<file path="src/rtl/rx4b5b_pkg.sv">
package rx4b5b_pkg;

    localparam int SYM_W   = 5;
    localparam int NIB_W   = 4;
    localparam int N_FLAGS = 3;
    localparam int FLAG_SSD  = 0;
    localparam int FLAG_ESD  = 1;
    localparam int FLAG_CWRD = 2;

    localparam logic [SYM_W-1:0] CG_IDLE = 5'b11111;
    localparam logic [SYM_W-1:0] CG_J    = 5'b11000;
    localparam logic [SYM_W-1:0] CG_K    = 5'b10001;
    localparam logic [SYM_W-1:0] CG_T    = 5'b01101;
    localparam logic [SYM_W-1:0] CG_R    = 5'b00111;

    localparam logic [NIB_W-1:0] NIB_SSD = 4'h5;
    localparam logic [NIB_W-1:0] NIB_ESD = 4'h0;
    localparam logic [NIB_W-1:0] NIB_ERR = 4'h0;

    typedef enum logic [2:0] {
        SK_DATA,
        SK_IDLE,
        SK_J,
        SK_K,
        SK_T,
        SK_R,
        SK_BAD
    } sym_kind_e;

    typedef struct packed {
        sym_kind_e        kind;
        logic [NIB_W-1:0] nib;
    } sym_class_t;

    typedef enum logic [2:0] {
        ST_IDLE,
        ST_SSD_K,
        ST_BODY,
        ST_BAD_K,
        ST_ESD_R
    } frame_st_e;

    function automatic sym_class_t classify(input logic [SYM_W-1:0] s);
        sym_class_t c;
        c.kind = SK_DATA;
        c.nib  = '0;
        case (s)
            5'b11110: c.nib = 4'h0;
            5'b01001: c.nib = 4'h1;
            5'b10100: c.nib = 4'h2;
            5'b10101: c.nib = 4'h3;
            5'b01010: c.nib = 4'h4;
            5'b01011: c.nib = 4'h5;
            5'b01110: c.nib = 4'h6;
            5'b01111: c.nib = 4'h7;
            5'b10010: c.nib = 4'h8;
            5'b10011: c.nib = 4'h9;
            5'b10110: c.nib = 4'hA;
            5'b10111: c.nib = 4'hB;
            5'b11010: c.nib = 4'hC;
            5'b11011: c.nib = 4'hD;
            5'b11100: c.nib = 4'hE;
            5'b11101: c.nib = 4'hF;
            CG_IDLE:  c.kind = SK_IDLE;
            CG_J:     c.kind = SK_J;
            CG_K:     c.kind = SK_K;
            CG_T:     c.kind = SK_T;
            CG_R:     c.kind = SK_R;
            default:  c.kind = SK_BAD;
        endcase
        return c;
    endfunction

endpackage

</file>
<file path="src/rtl/rx4b5b_lookahead.sv">
module rx4b5b_lookahead
    import rx4b5b_pkg::*;
(
    input  logic             clk,
    input  logic             rst_n,
    input  logic             sym_valid,
    input  logic [SYM_W-1:0] sym_in,
    output logic [SYM_W-1:0] held_raw,
    output sym_class_t       held_cls,
    output sym_class_t       next_cls
);

    // One-group hold register: the held group is decided while the next
    // group, still on the input, serves as the look-ahead.
    always_ff @(posedge clk) begin
        if (!rst_n) begin
            held_raw <= CG_IDLE;
        end else if (sym_valid) begin
            held_raw <= sym_in;
        end
    end

    always_comb begin
        held_cls = classify(held_raw);
        next_cls = classify(sym_in);
    end

endmodule

</file>
<file path="src/rtl/rx4b5b_frame_fsm.sv">
module rx4b5b_frame_fsm
    import rx4b5b_pkg::*;
(
    input  logic               clk,
    input  logic               rst_n,
    input  logic               adv,
    input  logic               bypass,
    input  logic [SYM_W-1:0]   held_raw,
    input  sym_class_t         held_cls,
    input  sym_class_t         next_cls,
    output logic [SYM_W-1:0]   rx_word,
    output logic               rx_dv,
    output logic               rx_er,
    output logic [N_FLAGS-1:0] flag_set
);

    frame_st_e        state_q, state_d;
    logic [SYM_W-1:0] word_d;
    logic             dv_d;
    logic             er_d;
    logic [N_FLAGS-1:0] raise;

    // State register
    always_ff @(posedge clk) begin
        if (!rst_n) begin
            state_q <= ST_IDLE;
        end else if (adv) begin
            state_q <= state_d;
        end
    end

    // Decision for the held group, using the next group as look-ahead
    always_comb begin
        state_d = state_q;
        word_d  = '0;
        dv_d    = 1'b0;
        er_d    = 1'b0;
        raise   = '0;
        if (bypass) begin
            state_d = ST_IDLE;
            word_d  = held_raw;
            dv_d    = 1'b1;
        end else begin
            unique case (state_q)
                ST_IDLE: begin
                    if (held_cls.kind == SK_J && next_cls.kind == SK_K) begin
                        word_d  = {1'b0, NIB_SSD};
                        dv_d    = 1'b1;
                        state_d = ST_SSD_K;
                    end else if (held_cls.kind == SK_J) begin
                        er_d            = 1'b1;
                        raise[FLAG_SSD] = 1'b1;
                    end
                end
                ST_SSD_K: begin
                    word_d  = {1'b0, NIB_SSD};
                    dv_d    = 1'b1;
                    state_d = ST_BODY;
                end
                ST_BODY: begin
                    dv_d = 1'b1;
                    unique case (held_cls.kind)
                        SK_DATA: begin
                            word_d = {1'b0, held_cls.nib};
                        end
                        SK_T: begin
                            if (next_cls.kind == SK_R) begin
                                word_d  = {1'b0, NIB_ESD};
                                dv_d    = 1'b0;
                                state_d = ST_ESD_R;
                            end else begin
                                word_d          = {1'b0, NIB_ERR};
                                er_d            = 1'b1;
                                raise[FLAG_ESD] = 1'b1;
                                state_d         = ST_IDLE;
                            end
                        end
                        SK_IDLE: begin
                            word_d          = {1'b0, NIB_ERR};
                            er_d            = 1'b1;
                            raise[FLAG_ESD] = 1'b1;
                            state_d         = ST_IDLE;
                        end
                        SK_J: begin
                            word_d          = {1'b0, NIB_ERR};
                            er_d            = 1'b1;
                            raise[FLAG_SSD] = 1'b1;
                            if (next_cls.kind == SK_K) begin
                                state_d = ST_BAD_K;
                            end
                        end
                        default: begin
                            word_d           = {1'b0, NIB_ERR};
                            er_d             = 1'b1;
                            raise[FLAG_CWRD] = 1'b1;
                        end
                    endcase
                end
                ST_BAD_K: begin
                    word_d          = {1'b0, NIB_ERR};
                    dv_d            = 1'b1;
                    er_d            = 1'b1;
                    raise[FLAG_SSD] = 1'b1;
                    state_d         = ST_BODY;
                end
                ST_ESD_R: begin
                    word_d  = {1'b0, NIB_ESD};
                    state_d = ST_IDLE;
                end
                default: begin
                    state_d = ST_IDLE;
                end
            endcase
        end
    end

    assign flag_set = adv ? raise : '0;

    // Registered receive outputs
    always_ff @(posedge clk) begin
        if (!rst_n) begin
            rx_word <= '0;
            rx_dv   <= 1'b0;
            rx_er   <= 1'b0;
        end else if (adv) begin
            rx_word <= word_d;
            rx_dv   <= dv_d;
            rx_er   <= er_d;
        end
    end

endmodule

</file>
<file path="src/rtl/rx4b5b_status_flags.sv">
module rx4b5b_status_flags
    import rx4b5b_pkg::*;
(
    input  logic               clk,
    input  logic               rst_n,
    input  logic               clear,
    input  logic [N_FLAGS-1:0] set,
    output logic [N_FLAGS-1:0] flags
);

    for (genvar i = 0; i < N_FLAGS; i++) begin : g_flag
        always_ff @(posedge clk) begin
            if (!rst_n) begin
                flags[i] <= 1'b0;
            end else begin
                flags[i] <= (clear ? 1'b0 : flags[i]) | set[i];
            end
        end
    end

endmodule

</file>
<file path="src/rtl/rx_symbol_decoder.sv">
module rx_symbol_decoder
    import rx4b5b_pkg::*;
(
    input  logic             clk,
    input  logic             rst_n,
    input  logic             sym_valid,
    input  logic [SYM_W-1:0] sym_in,
    input  logic             bypass,
    input  logic             stat_clear,
    output logic [SYM_W-1:0] rx_word,
    output logic             rx_dv,
    output logic             rx_er,
    output logic             stat_ssd,
    output logic             stat_esd,
    output logic             stat_cwrd
);

    logic [SYM_W-1:0]   held_raw;
    sym_class_t         held_cls;
    sym_class_t         next_cls;
    logic [N_FLAGS-1:0] flag_set;
    logic [N_FLAGS-1:0] flags;

    rx4b5b_lookahead u_look (
        .clk       (clk),
        .rst_n     (rst_n),
        .sym_valid (sym_valid),
        .sym_in    (sym_in),
        .held_raw  (held_raw),
        .held_cls  (held_cls),
        .next_cls  (next_cls)
    );

    rx4b5b_frame_fsm u_fsm (
        .clk      (clk),
        .rst_n    (rst_n),
        .adv      (sym_valid),
        .bypass   (bypass),
        .held_raw (held_raw),
        .held_cls (held_cls),
        .next_cls (next_cls),
        .rx_word  (rx_word),
        .rx_dv    (rx_dv),
        .rx_er    (rx_er),
        .flag_set (flag_set)
    );

    rx4b5b_status_flags u_flags (
        .clk   (clk),
        .rst_n (rst_n),
        .clear (stat_clear),
        .set   (flag_set),
        .flags (flags)
    );

    assign stat_ssd  = flags[FLAG_SSD];
    assign stat_esd  = flags[FLAG_ESD];
    assign stat_cwrd = flags[FLAG_CWRD];

endmodule

</file>
<file path="config.mk">
export PLATFORM = sky130hd
export DESIGN_NAME = rx_symbol_decoder
export DESIGN_NICKNAME = d
export VERILOG_FILES = /design/src/rtl/rx4b5b_pkg.sv /design/src/rtl/rx4b5b_lookahead.sv /design/src/rtl/rx4b5b_frame_fsm.sv /design/src/rtl/rx4b5b_status_flags.sv /design/src/rtl/rx_symbol_decoder.sv
export SDC_FILE = /design/constraint.sdc
export NUM_CORES = 1
export LEC_CHECK = 0
export ABC_AREA = 1
export CAP_MARGIN = 20
export CELL_PAD_IN_SITES_DETAIL_PLACEMENT = 1
export CELL_PAD_IN_SITES_GLOBAL_PLACEMENT = 2
export CORE_ASPECT_RATIO = 1.2
export CORE_MARGIN = 2
export CORE_UTILIZATION = 32
export CTS_BUF_LIST = sky130_fd_sc_hd__clkbuf_2 sky130_fd_sc_hd__clkbuf_4 sky130_fd_sc_hd__clkbuf_8
export CTS_CLUSTER_DIAMETER = 150
export DETAILED_ROUTE_END_ITERATION = 16
export PLACE_DENSITY_LB_ADDON = 0.1
export RECOVER_POWER = 25
export SLEW_MARGIN = 20
export SYNTH_ARGS = -nofsm -noshare
export SYNTH_HDL_FRONTEND = slang
export SYNTH_HIERARCHICAL = 1
export SYNTH_SLANG_ARGS = --single-unit
</file>
<file path="constraint.sdc">
create_clock -name clk -period 5.8 [get_ports clk]
set_clock_uncertainty 0.15 [all_clocks]
set_input_delay 1.16 -clock clk [delete_from_list [all_inputs] [get_ports clk]]
set_output_delay 1.16 -clock clk [all_outputs]
set_load 0.005 [all_outputs]
</file>
# [Yosys cells after proc, flatten, opt, wreduce, memory -nomap -nowiden]
# Index checks and enable logic that the tools add are counted.
[totals] wordCells=104 inputBits=10 reg_bits=18
[op_classes] n_reduce_logical=8 mux=32 n_eq_ne=53 bitwise_logic=3
[ops] operator="$eq A5 B5 Y1 const B" count=28
[ops] operator="$eq A5 B4 Y1 const B" count=12
[ops] operator="$pmux W4 S15" count=1
[ops] operator="$pmux W3 S6" count=2
[ops] operator="$reduce_or A16 Y1" count=2
[ops] operator="$mux W3" count=7
[ops] operator="$pmux W3 S3" count=2
[ops] operator="$pmux W5 S3" count=1
[ops] operator="$eq A3 B2 Y1 const B" count=4
[ops] operator="$mux W1" count=11
[ops] operator="$eq A5 B3 Y1 const B" count=2
[ops] operator="$pmux W1 S3" count=3
[ops] operator="$eq A3 B1 Y1 const B" count=2
[ops] operator="$eq A3 B3 Y1 const B" count=2
[ops] operator="$logic_not A3 Y1" count=2
[ops] operator="$mux W5" count=1
[ops] operator="$ne A5 B4 Y1 const B" count=1
[ops] operator="$mux W4" count=1
[ops] operator="$ne A4 B4 Y1 const B" count=1
[ops] operator="$pmux W1 S2" count=2
[ops] operator="$reduce_and A4 Y1" count=1
[ops] operator="$reduce_or A4 Y1" count=1
[ops] operator="$ne A3 B2 Y1 const B" count=1
[ops] operator="$or A1 B1 Y1" count=3
[ops] operator="other kinds (3)" count=3

# [Longest topological paths before layout]
[depth] ltp_word=10 mapped_depth=15 depth_no_buf=15

# [Hierarchy]
# The synthesis kept the hierarchy.
[modules_own_cells] mod="rx4b5b_frame_fsm" n_inst=1 cells_per_inst=112 area_each_um2=686.9
[modules_own_cells] mod="rx4b5b_lookahead" n_inst=1 cells_per_inst=99 area_each_um2=575.6
[modules_own_cells] mod="rx4b5b_status_flags" n_inst=1 cells_per_inst=14 area_each_um2=105.1

# [Least setup slack after synthesis]
# OpenSTA, ideal clock, no wires.
[synth_timing] path_kind="input -> register" from="input port sym_in[4]" to="register u_fsm.state_q[0]" slack_ns=3.316 arrival_ns=2.222 path_buffers=0 stages=12 cell_sequence="inv_1 nor2_2 nand2_1 nand4_1 o21bai_1 nand3_1 nor2_2 nor2_1 nand2_1 nand3_2 nor2_1 nor2_1"
[synth_rtl] item="from (decl)" line="rx_symbol_decoder.sv:7" source="input logic [SYM_W-1:0] sym_in,"
[synth_rtl] item="to (signal assigned)" line="rx4b5b_frame_fsm.sv:28" source="state_q <= state_d;"
[synth_rtl] item="to (decl)" line="rx4b5b_frame_fsm.sv:17" source="frame_st_e state_q, state_d;"

# [Worst setup path after layout]
[layout_timing] from="input port sym_valid" to="register u_flags.flags[2]"
[layout_between] elab_chain_cells=2
[layout_lines] item="from (decl)" line="rx_symbol_decoder.sv:6" source="input logic sym_valid,"
[layout_lines] item="$mux W3" line="rx4b5b_frame_fsm.sv:117" source="assign flag_set = adv ? raise : '0;"
[layout_lines] item="named net flag_set[2]" line="rx_symbol_decoder.sv:21" source="logic [N_FLAGS-1:0] flag_set;"
[layout_lines] item="$or A1 B1 Y1" line="rx4b5b_status_flags.sv:16" source="flags[i] <= (clear ? 1'b0 : flags[i]) | set[i];"
[layout_lines] item="to (signal, indexed assignment)" line="rx4b5b_status_flags.sv:16"
[layout_lines] item="to (decl)" line="rx4b5b_status_flags.sv:8" source="output logic [N_FLAGS-1:0] flags"
# The timed path passes the listed nets, and every way through them passes these cells.
# A chain may end at the register's enable or synchronous reset.

==> qor.csv <==
metric;value;unit
antenna_found_initial;0;
drt-total-wl;3970;um
first_iter_violations;61;
hold_violations;0;
crit_fanout;16;
timing.hold.ws;0.310;ns
p_per_area;217;nW/um^2
rsz0062_at_grt;no;
crit_arrival;3.16;ns
routabilityCongestion;0.828;
wl_met1;1750;um
nets;248;
postSynthAreaPerCell;6.11;um^2
drv_cap;0;
finalInstanceArea;1620;um^2
required;5.84;ns
drive_gt1_frac;0.101;
port_buffers;19;
dp_hpwl;3260;um
setup_viol;0;
end_kind;flip-flop;
cts_buffer_depth;2;
synth_warnings;6;
slew_headroom;0.555;
grt_max_degree;17;
fp.dieH;74.4;um
drt_pre_antenna_iters;4;
cts_buffers;3;
synthToLayoutAreaGrowth;22.8;%
tightestPinTransition;0.665;ns
rows;25;
num_io_pins;20;
grt_first_pass_wirelength;6940;um
max_clock_freq;0.320;GHz
die_w;62.6;um
post-route-drc-count;0;
via_count;1470;
finalSetupTns;0;ns
hold_buffers;0;
first_global_vias;1533;
synth_nets;226;
finalCritPeriodShare;0.538;
antenna_cells;0;
placed_cell_area;1570;um^2
synth_area;1320;um^2
worst_hold_path_type;flip-flop to flip-flop;
h-tree-depth;1;
cts_root_buf;clkbuf_8;
overflow;0;
tritoncts;built;
drv_slew;0;
highest_layer;met4;
postRouteAntennaNets;0;
dp.cells;287;
start_util;0.335;
met2_length;2130;um
post_cts_resized;0;
coreArea;3940;um^2
dieArea;4660;um^2
layout_setup_ws;2.68;ns
viasPerCell;5.05;
wl_met3;81;um
clkSlewWorstSetupHoldPaths;0.08;ns
power.leakage;0.730;nW
clkSinkCount;18;
outcome;finished clean;
wire_per_inst;13.7;um
postCtsSetupBuffers;0;
cp-start-kind;input port;
fin_cells;291;
critPathKind;input port to flip-flop;
track_usage;0.183;
ir_drop;87.8;uV
syn_inst;216;
period_needed;3.12;ns
preCtsSetupSlack;2.47;ns
clk_latency;0.25;ns
-- state kept, by name (all words and copies together) (netlist names) --
signal           flops
u_flags/flags        3
u_fsm/rx_word        5
u_fsm/state_q        3
u_look/held_raw      5
u_fsm/rx_er          1
u_fsm/rx_dv          1
-- final cells by class --
type | instances | area (um^2)
Tap cell | 54 | 67.6
Fill cell | 555 | 2320
Sequential cell | 18 | 360
Timing Repair Buffer | 19 | 190
Multi-Input combinational cell | 161 | 817
Clock buffer | 4 | 55.1
Inverter | 35 | 131
-- path summary, 6_finish.rpt --
| check | from | end | slack (ns) | depth (start not counted) |
|---|---|---|---|---|
| hold reg to reg | u_flags/flags[1]$_SDFF_PN0_ | u_flags/flags[1]$_SDFF_PN0_ | 0.31 | 2 |
| hold / removal | u_flags/flags[1]$_SDFF_PN0_ | u_flags/flags[1]$_SDFF_PN0_ | 0.31 | 2 |
| setup reg to reg | u_look/held_raw[1]$_SDFFE_PN1P_ | u_fsm/state_q[1]$_SDFFE_PN0P_ | 3.47 | 13 |
| setup / recovery | sym_valid | u_flags/flags[2]$_SDFF_PN0_ | 2.68 | 7 |
-- report_power, final --
group | switching (W) | internal, W | leakage, nW
sequential | 0.00000951 | 0.000131 | 0.148
clock | 0.0000443 | 0.0000603 | 0.0288
combinational | 0.0000663 | 0.0000402 | 0.554
-- through the flow --
stage               power, W  utilization
floorplan           0.000214            -
global placement    0.000249        0.397
detailed placement  0.000251        0.397
CTS                 0.000358        0.411
global route        0.000377        0.411
finish              0.000352        0.411
-- placed cells by master, fill, tap and decap left out, drive strengths merged --
cell           count
o311ai             1
a31oi              2
a22o               2
nor2              32
and2               2
nor3               4
clkbuf             4
dfxtp             18
nand4              4
clkdlybuf4s50     16
nand2             54
o21a               1
nand3b             2
nand3             30
o21ai              3
inv               34
o21bai             2
dlygate4sd3        3
a21oi             15
o211ai             7
clkinv             1
-- critical path: stages --
cell and delay [ns]:
dlygate4sd3_1 0.96, inv_2 0.25, nor3_4 0.30, inv_1 0.08, nor3_1 0.19, inv_1 0.07
a21oi_1 0.13
-- per-layer routing --
metal / track usage / vias to the layer above
met5: 0 / -
met2: 0.369 / 14
li1: - / 745
met1: 0.208 / 709
met3: 0.0166 / 2
met4: 0.0420 / 0
Note: power is estimated with default switching activity, not from simulation.
